===== src/rtl/adcwm_pkg.sv =====
package adcwm_pkg;
  localparam int NUM_UNITS = 4;
  localparam int CHAN_W    = 4;
  localparam int LIM_W     = 8;
  localparam int RES_W     = 16;
  localparam int ADDR_W    = 3;
  localparam int DATA_W    = 32;
  localparam int PAIR_W    = 2 * LIM_W;
  localparam int FLAG_W    = 2 * NUM_UNITS;
  localparam int CTRL_W    = 2 * NUM_UNITS + CHAN_W * NUM_UNITS;

  localparam logic [ADDR_W-1:0] ADDR_CTRL = 3'd2;
  localparam logic [ADDR_W-1:0] ADDR_EN   = 3'd3;
  localparam logic [ADDR_W-1:0] ADDR_MASK = 3'd4;
  localparam logic [ADDR_W-1:0] ADDR_CLR  = 3'd5;

  typedef enum logic [1:0] {
    TRG_LEVEL = 2'd0,
    TRG_RISE  = 2'd1,
    TRG_FALL  = 2'd2,
    TRG_BOTH  = 2'd3
  } trig_e;

  typedef struct packed {
    logic [NUM_UNITS-1:0] evalStb;
    logic [NUM_UNITS-1:0] clrLo;
    logic [NUM_UNITS-1:0] clrHi;
  } strobes_t;

  function automatic logic edgeHit(trig_e mode, logic nowVal, logic oldVal);
    case (mode)
      TRG_LEVEL: edgeHit = nowVal;
      TRG_RISE:  edgeHit = nowVal & ~oldVal;
      TRG_FALL:  edgeHit = ~nowVal & oldVal;
      default:   edgeHit = nowVal ^ oldVal;
    endcase
  endfunction
endpackage


===== src/rtl/adcwm_ctrl.sv =====
module adcwm_ctrl
  import adcwm_pkg::*;
#(
  parameter int N_UNITS = NUM_UNITS
) (
  input  logic                        clk,
  input  logic                        rstN,
  input  logic                        cfgWe,
  input  logic [ADDR_W-1:0]           cfgAddr,
  input  logic [DATA_W-1:0]           cfgWdata,
  input  logic                        resValid,
  input  logic [CHAN_W-1:0]           resChan,
  output logic [N_UNITS-1:0][LIM_W-1:0] upLim,
  output logic [N_UNITS-1:0][LIM_W-1:0] loLim,
  output logic [N_UNITS-1:0][1:0]     trigSel,
  output logic [N_UNITS-1:0]          enLo,
  output logic [N_UNITS-1:0]          enHi,
  output logic [FLAG_W-1:0]           intMask,
  output strobes_t                    stb
);
  localparam int N_PAIRS = N_UNITS / 2;

  logic [N_PAIRS-1:0][DATA_W-1:0] limWord;
  logic [CTRL_W-1:0]              ctrlReg;
  logic [FLAG_W-1:0]              enReg;
  logic [FLAG_W-1:0]              maskReg;
  logic                           clrWrite;

  for (genvar g = 0; g < N_PAIRS; g++) begin : g_lim
    always_ff @(posedge clk or negedge rstN) begin
      if (!rstN) limWord[g] <= '0;
      else if (cfgWe && cfgAddr == ADDR_W'(g)) limWord[g] <= cfgWdata;
    end
  end

  always_ff @(posedge clk or negedge rstN) begin
    if (!rstN) begin
      ctrlReg <= '0;
      enReg   <= '0;
      maskReg <= '0;
    end else if (cfgWe) begin
      if (cfgAddr == ADDR_CTRL) ctrlReg <= cfgWdata[CTRL_W-1:0];
      if (cfgAddr == ADDR_EN)   enReg   <= cfgWdata[FLAG_W-1:0];
      if (cfgAddr == ADDR_MASK) maskReg <= cfgWdata[FLAG_W-1:0];
    end
  end

  assign clrWrite = cfgWe && (cfgAddr == ADDR_CLR);
  assign intMask  = maskReg;

  for (genvar u = 0; u < N_UNITS; u++) begin : g_unit
    logic [CHAN_W-1:0] srcChan;
    assign upLim[u]   = limWord[u/2][PAIR_W*(u%2) + LIM_W +: LIM_W];
    assign loLim[u]   = limWord[u/2][PAIR_W*(u%2) +: LIM_W];
    assign trigSel[u] = ctrlReg[2*u +: 2];
    assign srcChan    = ctrlReg[2*N_UNITS + CHAN_W*u +: CHAN_W];
    assign enLo[u]    = enReg[2*u];
    assign enHi[u]    = enReg[2*u+1];
    assign stb.evalStb[u] = resValid && (resChan == srcChan);
    assign stb.clrLo[u]   = clrWrite && cfgWdata[2*u];
    assign stb.clrHi[u]   = clrWrite && cfgWdata[2*u+1];

    p_idle_chan_r5: assert property (@(posedge clk) disable iff (!rstN)
      (resChan != srcChan) |-> !stb.evalStb[u]);
  end
endmodule


===== src/rtl/adcwm_datapath.sv =====
module adcwm_datapath
  import adcwm_pkg::*;
#(
  parameter int N_UNITS = NUM_UNITS
) (
  input  logic                          clk,
  input  logic                          rstN,
  input  logic [RES_W-1:0]              resData,
  input  logic [N_UNITS-1:0][LIM_W-1:0] upLim,
  input  logic [N_UNITS-1:0][LIM_W-1:0] loLim,
  input  logic [N_UNITS-1:0][1:0]       trigSel,
  input  logic [N_UNITS-1:0]            enLo,
  input  logic [N_UNITS-1:0]            enHi,
  input  logic [FLAG_W-1:0]             intMask,
  input  strobes_t                      stb,
  output logic [N_UNITS-1:0]            rawLo,
  output logic [N_UNITS-1:0]            rawHi,
  output logic [N_UNITS-1:0]            statLo,
  output logic [N_UNITS-1:0]            statHi,
  output logic                          irq
);
  localparam int PAD_W = RES_W - LIM_W;

  logic [FLAG_W-1:0] statVec;

  for (genvar u = 0; u < N_UNITS; u++) begin : g_unit
    logic [RES_W-1:0] hiRef;
    logic [RES_W-1:0] loRef;
    logic condHi, condLo, nowHi, nowLo, setHi, setLo;
    trig_e mode;

    // Widening the limit lets the full result be compared while only
    // its top byte decides: {up,FF} for upper, {lo,00} for lower.
    assign hiRef  = {upLim[u], {PAD_W{1'b1}}};
    assign loRef  = {loLim[u], {PAD_W{1'b0}}};
    assign condHi = $signed(resData) > $signed(hiRef);
    assign condLo = $signed(resData) < $signed(loRef);
    assign nowHi  = enHi[u] & condHi;
    assign nowLo  = enLo[u] & condLo;
    assign mode   = trig_e'(trigSel[u]);
    assign setHi  = stb.evalStb[u] & enHi[u] & edgeHit(mode, nowHi, rawHi[u]);
    assign setLo  = stb.evalStb[u] & enLo[u] & edgeHit(mode, nowLo, rawLo[u]);

    always_ff @(posedge clk or negedge rstN) begin
      if (!rstN) begin
        rawHi[u]  <= 1'b0;
        rawLo[u]  <= 1'b0;
        statHi[u] <= 1'b0;
        statLo[u] <= 1'b0;
      end else begin
        if (stb.evalStb[u]) begin
          rawHi[u] <= nowHi;
          rawLo[u] <= nowLo;
        end
        statHi[u] <= (statHi[u] & ~stb.clrHi[u]) | setHi;
        statLo[u] <= (statLo[u] & ~stb.clrLo[u]) | setLo;
      end
    end

    assign statVec[2*u]   = statLo[u];
    assign statVec[2*u+1] = statHi[u];

    p_raw_hold_r5: assert property (@(posedge clk) disable iff (!rstN)
      !stb.evalStb[u] |=> ($stable(rawHi[u]) && $stable(rawLo[u])));
    p_stat_hold_r5: assert property (@(posedge clk) disable iff (!rstN)
      (!stb.evalStb[u] && !stb.clrHi[u] && !stb.clrLo[u])
        |=> ($stable(statHi[u]) && $stable(statLo[u])));
    p_off_raw_r9: assert property (@(posedge clk) disable iff (!rstN)
      (stb.evalStb[u] && !enHi[u]) |=> !rawHi[u]);
    p_off_stat_r9: assert property (@(posedge clk) disable iff (!rstN)
      (stb.evalStb[u] && !enLo[u] && !statLo[u]) |=> !statLo[u]);
    p_level_r7: assert property (@(posedge clk) disable iff (!rstN)
      (stb.evalStb[u] && enHi[u] && mode == TRG_LEVEL &&
       $signed(resData[RES_W-1 -: LIM_W]) > $signed(upLim[u])) |=> statHi[u]);
    p_clear_r10: assert property (@(posedge clk) disable iff (!rstN)
      (stb.clrHi[u] && !stb.evalStb[u]) |=> !statHi[u]);
    p_sticky_r10: assert property (@(posedge clk) disable iff (!rstN)
      (statLo[u] && !stb.clrLo[u]) |=> statLo[u]);
  end

  assign irq = |(statVec & intMask);
endmodule


===== src/rtl/adc_window_monitor.sv =====
module adc_window_monitor
  import adcwm_pkg::*;
(
  input  logic        clk,
  input  logic        rstN,
  input  logic        resValid,
  input  logic [3:0]  resChan,
  input  logic [15:0] resData,
  input  logic        cfgWe,
  input  logic [2:0]  cfgAddr,
  input  logic [31:0] cfgWdata,
  output logic [3:0]  rawLo,
  output logic [3:0]  rawHi,
  output logic [3:0]  statLo,
  output logic [3:0]  statHi,
  output logic        irq
);
  logic [NUM_UNITS-1:0][LIM_W-1:0] upLim;
  logic [NUM_UNITS-1:0][LIM_W-1:0] loLim;
  logic [NUM_UNITS-1:0][1:0]       trigSel;
  logic [NUM_UNITS-1:0]            enLo;
  logic [NUM_UNITS-1:0]            enHi;
  logic [FLAG_W-1:0]               intMask;
  strobes_t                        stb;

  adcwm_ctrl #(.N_UNITS(NUM_UNITS)) uCtrl (
    .clk(clk), .rstN(rstN), .cfgWe(cfgWe), .cfgAddr(cfgAddr),
    .cfgWdata(cfgWdata), .resValid(resValid), .resChan(resChan),
    .upLim(upLim), .loLim(loLim), .trigSel(trigSel), .enLo(enLo),
    .enHi(enHi), .intMask(intMask), .stb(stb)
  );

  adcwm_datapath #(.N_UNITS(NUM_UNITS)) uData (
    .clk(clk), .rstN(rstN), .resData(resData), .upLim(upLim),
    .loLim(loLim), .trigSel(trigSel), .enLo(enLo), .enHi(enHi),
    .intMask(intMask), .stb(stb), .rawLo(rawLo), .rawHi(rawHi),
    .statLo(statLo), .statHi(statHi), .irq(irq)
  );

  p_irq_src_r11: assert property (@(posedge clk) disable iff (!rstN)
    irq |-> ((statLo | statHi) != '0));
endmodule


===== config.mk =====
export PLATFORM = sky130hd
export DESIGN_NAME = adc_window_monitor
export DESIGN_NICKNAME = d
export VERILOG_FILES = /design/src/rtl/adcwm_pkg.sv /design/src/rtl/adcwm_ctrl.sv /design/src/rtl/adcwm_datapath.sv /design/src/rtl/adc_window_monitor.sv
export SDC_FILE = /design/constraint.sdc
export NUM_CORES = 1
export LEC_CHECK = 0
export BUFFER_PORTS_ARGS = -buffer_cell sky130_fd_sc_hd__buf_2
export CORE_UTILIZATION = 55
export CTS_CLUSTER_SIZE = 24
export DETAILED_ROUTE_END_ITERATION = 8
export HOLD_SLACK_MARGIN = 0.08
export PLACE_DENSITY = 0.73
export SLEW_MARGIN = 20
export SYNTH_ARGS = -nofsm -noshare
export SYNTH_HDL_FRONTEND = slang
export SYNTH_HIERARCHICAL = 1
export SYNTH_SLANG_ARGS = --single-unit

===== constraint.sdc =====
create_clock -name clk -period 3.1 [get_ports clk]
set_input_delay 0 -clock clk [delete_from_list [all_inputs] [get_ports clk]]
set_output_delay 0 -clock clk [all_outputs]
set_load 0.03 [all_outputs]

==> impl_metrics.py, run 1 <==
metrics = {
    "worst_setup_path": {
        "critPathLaunchType": "flop",
        "critPathArrivalTime_ns": 3.23,
        "r2r-end": "uData/statHi[1]$_DFF_PN0_",
        "worstSetupPathType": "flop to flop",
        "worst_r2r_startpoint": "uCtrl/upLim[15]$_DFFE_PN0P_",
        "setup.worst_path.end_class": "flop",
        "crit_fanout": 4,
        "startpoint": "uCtrl/upLim[15]$_DFFE_PN0P_",
        "worstRegToRegCells": 12,
        "worst_ep_required_time_ns": 3.40,
        "r2r_slack_ns": 0.18,
        "crit_end": "uData/statHi[1]$_DFF_PN0_",
    },
    "clocking": {
        "clk_path_buf_depth": 2,
        "post_cts_buffers": 0,
        "root_buffer": "clkbuf_16",
        "numCtsBuffers": 17,
        "h-tree-depth": 4,
        "clk_pin_slew_ns": 0.06,
        "clkLatencyLatePin_ns": 0.42,
        "cts_tree": "yes",
        "cts_sinks": 120,
    },
    "cells_and_area": {
        "diodes": 0,
        "fin_cells": 933,
        "final_cell_mix": "dfrtp_1 (120), inv_1 (92), mux2_2 (85)",
        "syn2layout_area_growth_pct": 21.3,
        "fin_area_um2": 8480,
        "drive_gt1_frac": 0.278,
        "nFillCells": 919,
        "layout_commonest_cell": "dfrtp_1",
        "fin_nets": 887,
    },
    "timing": {
        "relSlewSlack": 0.359,
        "rsz0062_at_grt": "false",
        "max_freq_mhz": 342,
        "skew_ns": 0.00811,
        "hold_viol_final": 0,
        "setup_tns_ns": 0,
        "setup-violations-final": 0,
        "worst_pin_slew_ns": 0.958,
        "fin_ws_ns": 0.178,
        "timing.final.crit_share": 0.943,
        "slew_violations": 0,
        "fin_crit_ns": 2.92,
    },
    "worst_hold_path": {
        "hp-start": "cfgAddr[1]",
        "hp-class": "primary input to flop",
        "min_path_cells": 3,
    },
    "floorplan": {
        "core_area_um2": 12200,
        "fp.dieW_um": 115,
        "io_pins": 76,
        "placementRows": 40,
        "start_util": 0.572,
        "fp.dieH_um": 115,
        "dieArea_um2": 13200,
    },
    "detailed_routing": {
        "vias": 5234,
        "viasPerCell": 5.61,
        "wl_per_cell_um": 18.0,
        "drt-pass1-iter-count": 4,
        "drc": 0,
        "drt_iter0_markers": 363,
        "routed_wl_mm": 16.8,
        "final_antenna_net_count": 0,
    },
    "placement": {
        "place.gp.congestion": 0.913,
        "dp_slack_ns": 0.226,
        "placed_cells": 868,
        "dpl.hpwl_mm": 12.0,
        "port-buffer-count": 75,
        "place_area_um2": 7530,
    },
    "synthesis": {
        "synth_edf_count": 0,
        "syn-cell-area_um2": 6990,
        "syn_inst": 632,
        "synth_nets": 767,
        "ys_types": 55,
        "synth_area_per_cell_um2": 11.1,
        "synth_seq_area_share": 0.430,
        "async_reset_ff_frac": 1.00,
        "yosysWarningCount": 6,
        "synth_ff_type": "dfrtp_1",
        "ys_ff_latch": 120,
    },
    "global_route": {
        "grt_pass1_vias": 5395,
        "grt_max_degree": 67,
        "grt-ovfl-total": 0,
        "antenna_found_initial": 0,
        "grt_usage": 0.274,
        "grt_pass1_wl_mm": 26.9,
    },
    "pwr": {
        "max-vdd-ir-drop_mv": 0.447,
        "total_power_mw": 6.06,
        "powerDensity_nw_per_um2": 715,
        "p_leak_nw": 4.15,
    },
    "outcome": {
        "status": "completed",
    },
    "job": {
        "max_cap_violations": 0,
    },
}
sequential cells by signal (all words and copies together), names as in the netlist:
| register | cells |
|---|---|
| uCtrl/intMask | 8 |
| uCtrl/ctrlReg | 24 |
| uData/rawLo | 4 |
| uCtrl/loLim | 32 |
| uData/rawHi | 4 |
| uCtrl/upLim | 32 |
| uData/statHi | 4 |
| uData/statLo | 4 |
| uCtrl/enReg | 8 |
worst min path at each step:
| stage | end | slack, ns |
|---|---|---|
| CTS | uCtrl/intMask[0]$_DFFE_PN0P_ | 0.12 |
| global placement | uData/rawLo[3]$_DFFE_PN0P_ | 0.14 |
| floorplan | uCtrl/ctrlReg[0]$_DFFE_PN0P_ | -0.30 |
| finish | uCtrl/intMask[0]$_DFFE_PN0P_ | 0.13 |
| global route | uCtrl/intMask[2]$_DFFE_PN0P_ | 0.13 |
| detailed placement | uData/statLo[3]$_DFF_PN0_ | 0.16 |
per-stage QoR:
stage	hold WS, ns	utilization
2_1_floorplan	-0.296	-
3_3_place_gp	0.144	0.617
3_5_place_dp	0.157	0.617
4_1_cts	0.118	0.694
5_1_grt	0.133	0.694
6_report	0.126	0.694
area by class of cell:
| type | instances | area [um^2] | share of cell area |
|---|---|---|---|
| Clock buffer | 23 | 488 | 0.0576 |
| Clock inverter | 9 | 120 | 0.0142 |
| Inverter | 92 | 345 | 0.0407 |
| Multi-Input combinational cell | 402 | 3520 | 0.415 |
| Sequential cell | 120 | 3000 | 0.354 |
| Tap cell | 168 | 210 | 0.0248 |
| Timing Repair Buffer | 119 | 791 | 0.0933 |
routing by layer:
layer	wire length, um	up-vias	part of all wire	GRT usage
li1	-	2447	-	-
met1	7440	2591	0.44	0.338
met2	8290	161	0.49	0.469
met3	718	35	0.043	0.0538
met4	398	0	0.024	0.121
met5	0	-	0	0
where the power goes:
group / internal (mW) / switching [mW] / total, mW
sequential: 1.96 / 0.302 / 2.26
combinational: 0.808 / 0.971 / 1.78
clock: 1.34 / 0.688 / 2.03
logic make-up (layout without fill, tap and decap cells):
kind of cell | after synthesis | after routing | share of synthesized area
DFF | 120 | 120 | 0.430
and+or+nand+nor | 117 | 117 | 0.0875
buffers and inverters | 110 | 243 | 0.0684
muxes | 105 | 105 | 0.170
AOI/OAI and AO/OA | 91 | 91 | 0.0926
adders and majority gates | 76 | 76 | 0.136
xor gates and xnor gates | 13 | 13 | 0.0163
synthesized netlist by cell type, types with 5 or more instances:
cell type	count	area (um^2)
and2_1	12	75.1
mux2_2	85	957
mux2_1	18	203
inv_1	92	345
o21ai_0	15	75.1
nand2b_1	8	50.1
ha_1	76	951
dfrtp_1	120	3000
a21oi_1	15	75.1
buf_4	15	113
a21o_1	9	67.6
nor2b_1	5	31.3
xor2_1	10	87.6
nand2_1	31	116
nor2_1	24	90.1
nand4_1	8	50.1
a22oi_1	8	60.1
o211ai_1	7	52.6
repair_timing:
item | CTS | global route
hold endpoints to repair | 170 | 0
resized for setup | 0 | 1
endpoints found under the setup margin | 0 | 1
hold buffers | 33 | 0
worst max-delay path, cell delays in order (launching register included):
cell      delay (ns)
dfrtp_1         0.35
inv_1           0.06
ha_1            0.32
or3b_1          0.36
a221o_1         0.27
a31oi_1         0.17
a211oi_2        0.10
ha_1            0.32
nand2_1         0.08
o211ai_1        0.15
o21ai_0         0.15
a32o_1          0.28
a41o_1          0.20
(Power assumes the default switching activity.)
==> run 2, diff against run 1 <==
- clock period: 3.1 -> 2.94 ns (I/O delays scaled with it)
==> impl_metrics.py, run 2 (same netlist as run 1, synthesis figures left out) <==
metrics = {
    "outcome": {
        "status": "finished with violations",
        "violations": "setup timing",
    },
    "global_route": {
        "grt_use_met3": 0.0548,
        "grt_pass1_vias": 5562,
        "grt_max_degree": 70,
        "grt_pass1_wl_mm": 27.7,
        "antenna_found_initial": 0,
        "met1_usage": 0.337,
        "grt-ovfl-total": 0,
        "use_met2": 0.491,
        "grt_usage": 0.282,
        "busiest_layer": "met2",
    },
    "timing": {
        "fin_ws_ns": -0.0223,
        "max_freq_mhz": 338,
        "relSlewSlack": 0.464,
        "setup_tns_ns": -0.0223,
        "hold_viol_final": 0,
        "slew_violations": 0,
        "setup-violations-final": 1,
        "skew_ns": 0.00641,
        "fin_crit_ns": 2.96,
        "timing.final.crit_share": 1.01,
        "worst_pin_slew_ns": 0.795,
        "holdWs_ns": 0.132,
    },
    "detailed_routing": {
        "drc": 0,
        "viasPerCell": 5.68,
        "wl_per_cell_um": 18.3,
        "vias": 5314,
        "final_antenna_net_count": 0,
        "drt-pass1-iter-count": 4,
        "routed_wl_mm": 17.1,
        "drt_iter0_markers": 304,
    },
    "worst_setup_path": {
        "r2r_slack_ns": -0.02,
        "worstSetupPathType": "flop to flop",
        "critPathArrivalTime_ns": 3.27,
        "crit_fanout": 4,
        "r2r-end": "uData/statHi[3]$_DFF_PN0_",
        "critPathLaunchType": "flop",
        "worstRegToRegCells": 11,
        "worst_ep_required_time_ns": 3.25,
        "setup.worst_path.end_class": "flop",
        "worst_r2r_startpoint": "uCtrl/upLim[29]$_DFFE_PN0P_",
    },
    "worst_hold_path": {
        "hp-start": "cfgAddr[1]",
        "hold_end": "uCtrl/intMask[2]$_DFFE_PN0P_",
        "hp-class": "primary input to flop",
        "min_path_cells": 3,
    },
    "cells_and_area": {
        "drive_gt1_frac": 0.283,
        "final_util": 0.699,
        "final_cell_mix": "dfrtp_1 (120), inv_1 (92), mux2_2 (85)",
        "seqCellArea_um2": 3000,
        "nFillCells": 928,
        "syn2layout_area_growth_pct": 22.1,
        "diodes": 0,
        "layout_commonest_cell": "dfrtp_1",
        "fin_nets": 890,
        "multiInputGateArea_um2": 3540,
    },
    "floorplan": {
        "start_util": 0.572,
        "fp.dieH_um": 115,
        "placementRows": 40,
        "io_pins": 76,
        "dieArea_um2": 13200,
        "fp.dieW_um": 115,
        "core_area_um2": 12200,
    },
    "placement": {
        "port-buffer-count": 75,
        "place.gp.congestion": 0.908,
        "dpl.hpwl_mm": 11.6,
    },
    "clocking": {
        "clkLatencyLatePin_ns": 0.42,
        "cts_tree": "yes",
        "h-tree-depth": 4,
        "root_buffer": "clkbuf_16",
        "numCtsBuffers": 17,
        "clk_path_buf_depth": 2,
        "clk_pin_slew_ns": 0.05,
        "cts_sinks": 120,
    },
    "pwr": {
        "p_leak_nw": 4.17,
        "powerDensity_nw_per_um2": 759,
        "max-vdd-ir-drop_mv": 0.494,
    },
    "job": {
        "max_cap_violations": 0,
    },
}
-- run 2: cell types whose count changed in the layout (fill, tap and decap cells not counted), sizes merged --
| cell | delta |
|---|---|
| bufinv | +1 |
| clkbuf | -2 |
| buf | +3 |
-- run 2: worst max path at each step --
stage | startpoint | end | cells past startpoint
finish | uCtrl/upLim[29]$_DFFE_PN0P_ | uData/statHi[3]$_DFF_PN0_ | 11
global route | uCtrl/upLim[29]$_DFFE_PN0P_ | uData/statHi[3]$_DFF_PN0_ | 11
CTS | uCtrl/upLim[29]$_DFFE_PN0P_ | uData/statHi[3]$_DFF_PN0_ | 11
detailed placement | uCtrl/upLim[29]$_DFFE_PN0P_ | uData/statHi[3]$_DFF_PN0_ | 11
global placement | uCtrl/loLim[21]$_DFFE_PN0P_ | uData/statLo[2]$_DFF_PN0_ | 13
floorplan | uCtrl/upLim[15]$_DFFE_PN0P_ | uData/statHi[1]$_DFF_PN0_ | 12
-- run 2: cell type report --
cell class	instances	share of cell area
Multi-Input combinational cell	402	0.415
Sequential cell	120	0.352
Timing Repair Buffer	122	0.0968
Clock buffer	21	0.0540
Inverter	92	0.0405
Tap cell	168	0.0246
Clock inverter	10	0.0176
-- run 2: metal layers --
metal,part of all wire,vias up
met4,0.033,0
li1,-,2458
met3,0.044,44
met5,0,-
met1,0.42,2636
met2,0.50,176
-- run 2: power by group --
part	leakage, nW	total, mW	internal, mW	switching (mW)
combinational	2.41	1.93	0.881	1.05
sequential	1.46	2.37	2.06	0.311
clock	0.306	2.17	1.45	0.723
total	4.17	6.47	4.39	2.08
-- run 2: repair_timing --
action	CTS	global route
buffers inserted	0	2
hold buffers	33	0
resized for setup	0	6
endpoints found under the setup margin	0	3
hold endpoints to repair	158	0
-- run 2: critical path, cell delays in order, from the launching register on --
cell       delay [ns]
dfrtp_1          0.35
inv_1            0.05
ha_1             0.30
a21o_1           0.20
a2111oi_1        0.64
a21oi_2          0.21
and2_1           0.21
ha_1             0.27
a21oi_1          0.06
a22oi_1          0.23
o22ai_1          0.11
a31o_2           0.22
-- run 2: stage by stage --
step	power, mW	setup WS (ns)	cell area [um^2]	std cells
2_1_floorplan	3.64	0.422	6990	632
3_3_place_gp	4.08	0.324	7550	869
3_5_place_dp	4.21	0.0850	7550	869
4_1_cts	6.47	0.0491	8490	933
5_1_grt	6.83	-0.114	8530	935
6_report	6.47	-0.0223	8530	935
==> run 3, diff against run 2 <==
- ABC_AREA: default -> 1
- CORE_MARGIN: default -> 3
- CTS_CLUSTER_SIZE: 24 -> default
==> impl_metrics.py, run 3 <==
metrics = {
    "timing": {
        "holdWs_ns": 0.0903,
        "max_freq_mhz": 452,
        "skew_ns": 0.00545,
        "fin_ws_ns": 0.726,
        "relSlewSlack": 0.571,
        "setup_tns_ns": 0,
        "worst_pin_slew_ns": 0.643,
        "rsz0062_at_grt": "false",
        "slew_violations": 0,
        "fin_crit_ns": 2.21,
        "setup-violations-final": 0,
        "timing.final.crit_share": 0.753,
        "hold_viol_final": 0,
    },
    "cells_and_area": {
        "drive_gt1_frac": 0.116,
        "fin_nets": 1188,
        "layout_commonest_cell": "nand2_1",
        "final_cell_mix": "nand2_1 (267), inv_1 (185), dfrtp_1 (120)",
        "fin_area_um2": 8590,
        "diodes": 0,
        "syn2layout_area_growth_pct": 19.3,
        "fin_cells": 1238,
        "final_util": 0.675,
    },
    "detailed_routing": {
        "drt_iter0_markers": 387,
        "routed_wl_mm": 17.2,
        "vias": 6159,
        "final_antenna_net_count": 0,
        "drc": 0,
        "wl_per_cell_um": 13.9,
        "viasPerCell": 4.97,
        "drt-pass1-iter-count": 5,
    },
    "global_route": {
        "grt_usage": 0.250,
        "antenna_found_initial": 0,
        "grt_pass1_vias": 5777,
        "grt-ovfl-total": 0,
        "grt_max_degree": 65,
        "grt_pass1_wl_mm": 28.2,
    },
    "synthesis": {
        "synth_area_per_cell_um2": 7.58,
        "synth_top_area_cell": "dfrtp_1",
        "synth_seq_area_share": 0.417,
        "synth_ff_type": "dfrtp_1",
        "ys_types": 23,
        "synthTopCellsByArea": "dfrtp_1 (42%), nand2_1 (14%), ha_1 (13%)",
        "synth_edf_count": 0,
        "syn-cell-area_um2": 7200,
        "yosysMostFrequentCell": "nand2_1",
        "netlist.area_leader.share": 0.417,
        "syn_inst": 949,
        "synth_nets": 1084,
        "ys_top_cells_by_count": "nand2_1 (267), inv_1 (185), dfrtp_1 (120), ha_1 (76), o21ai_0 (64)",
        "async_reset_ff_frac": 1.00,
        "ys_ff_latch": 120,
        "yosysWarningCount": 6,
    },
    "worst_setup_path": {
        "setup.worst_path.end_class": "flop",
        "worstSetupPathType": "flop to flop",
        "path_cells": "inv_1 -> ha_1 -> inv_1 -> nor3_1 -> nand4_1 -> o21a_1 -> nand2_1 -> inv_1 -> ha_1 -> nor2_1 -> nor2_1 -> a21oi_1 -> nand2_1 -> nand2_1 -> nand2_1",
        "critPathSlowestCell": "dfrtp_1",
        "worst_ep_required_time_ns": 3.25,
        "crit_fanout": 3,
        "crit_family": "simple AND/OR/NAND/NOR gates",
        "cp_common_cell": "nand2_1",
        "cp_slowest_stage_delay_ns": 0.36,
        "critPathArrivalTime_ns": 2.53,
        "critPathBufInv": 3,
        "critPathLaunchType": "flop",
    },
    "clocking": {
        "clkLatencyLatePin_ns": 0.42,
        "post_cts_buffers": 0,
        "clk_pin_slew_ns": 0.05,
        "cts_sinks": 120,
        "root_buffer": "clkbuf_16",
        "numCtsBuffers": 17,
        "h-tree-depth": 4,
        "hold_buffers": 33,
        "cts_resized": 0,
        "cts_tree": "yes",
        "clk_path_buf_depth": 2,
    },
    "pwr": {
        "max-vdd-ir-drop_mv": 0.449,
        "total_power_mw": 5.85,
        "powerDensity_nw_per_um2": 681,
        "p_leak_nw": 4.80,
    },
    "job": {
        "max_cap_violations": 0,
    },
    "floorplan": {
        "placementRows": 41,
        "io_pins": 76,
        "start_util": 0.566,
        "fp.dieW_um": 120,
        "fp.dieH_um": 120,
        "dieArea_um2": 14500,
        "core_area_um2": 12700,
    },
    "placement": {
        "dp_slack_ns": 0.762,
        "place_area_um2": 7680,
        "port-buffer-count": 75,
        "dpl.hpwl_mm": 12.0,
        "place.gp.congestion": 0.878,
        "placed_cells": 1173,
    },
    "worst_hold_path": {
        "hp-class": "primary input to asynchronous set/reset pin",
    },
    "outcome": {
        "status": "completed",
    },
}
run 3: cell types whose count changed in the layout (fill, tap and decap cells not counted), sizes merged, moves of 9 or more:
cell	before	now
inv	92	185
o21ai	16	118
nand2	31	269
a21o	9	0
nand3	4	34
xor2	10	0
buf	89	79
mux2	104	0
and2	12	0
nor2	25	55
a21oi	16	34
run 3: power breakdown:
group,total [mW],internal (mW),switching (mW)
Sequential,2.25,1.99,0.258
Combinational,1.59,0.624,0.970
Clock,2.01,1.30,0.708
run 3: path summary, 6_finish.rpt:
kind,from,slack [ns],endpoint,cells after the start
setup / recovery,uCtrl/upLim[23]$_DFFE_PN0P_,0.73,uData/statHi[2]$_DFF_PN0_,15
hold / removal,rstN,0.09,uCtrl/upLim[26]$_DFFE_PN0P_,2
setup reg to reg,uCtrl/upLim[23]$_DFFE_PN0P_,0.73,uData/statHi[2]$_DFF_PN0_,15
hold reg to reg,uCtrl/upLim[15]$_DFFE_PN0P_,0.48,uCtrl/upLim[15]$_DFFE_PN0P_,2
max in group asynchronous,rstN,2.09,uCtrl/loLim[14]$_DFFE_PN0P_,3
min in group clk,cfgAddr[0],0.11,uCtrl/enReg[4]$_DFFE_PN0P_,3
run 3: layout make-up:
type	instances	area [um^2]
clock buffers	23	478
clock inverters	9	97.6
fillers	1135	4140
inverters	185	694
multi-input cells	617	3350
flip-flops and latches	120	3000
well taps	172	215
repair buffers	112	751
run 3: cell families (layout without fill, tap and decap cells):
| logic type | count (synthesis) | after routing | share of synthesized area |
|---|---|---|---|
| compound gates | 163 | 163 | 0.119 |
| fa+ha+maj | 76 | 76 | 0.132 |
| flops | 120 | 120 | 0.417 |
| simple gates | 378 | 378 | 0.214 |
| buf+inv | 212 | 329 | 0.118 |
run 3: worst reg2reg max path: stages, from the launching register on:
cell,delay (ns)
dfrtp_1,0.36
inv_1,0.05
ha_1,0.28
inv_1,0.05
nor3_1,0.26
nand4_1,0.14
o21a_1,0.21
nand2_1,0.12
inv_1,0.06
ha_1,0.17
nor2_1,0.08
nor2_1,0.04
a21oi_1,0.11
nand2_1,0.07
nand2_1,0.06
nand2_1,0.05
run 3: per-layer routing:
layer  vias up  track usage  part of all wire
met3        17       0.0603             0.046
met5         -            0                 0
met2       146        0.407              0.47
li1       3172            -                 -
met1      2824        0.332              0.47
met4         0       0.0793             0.016
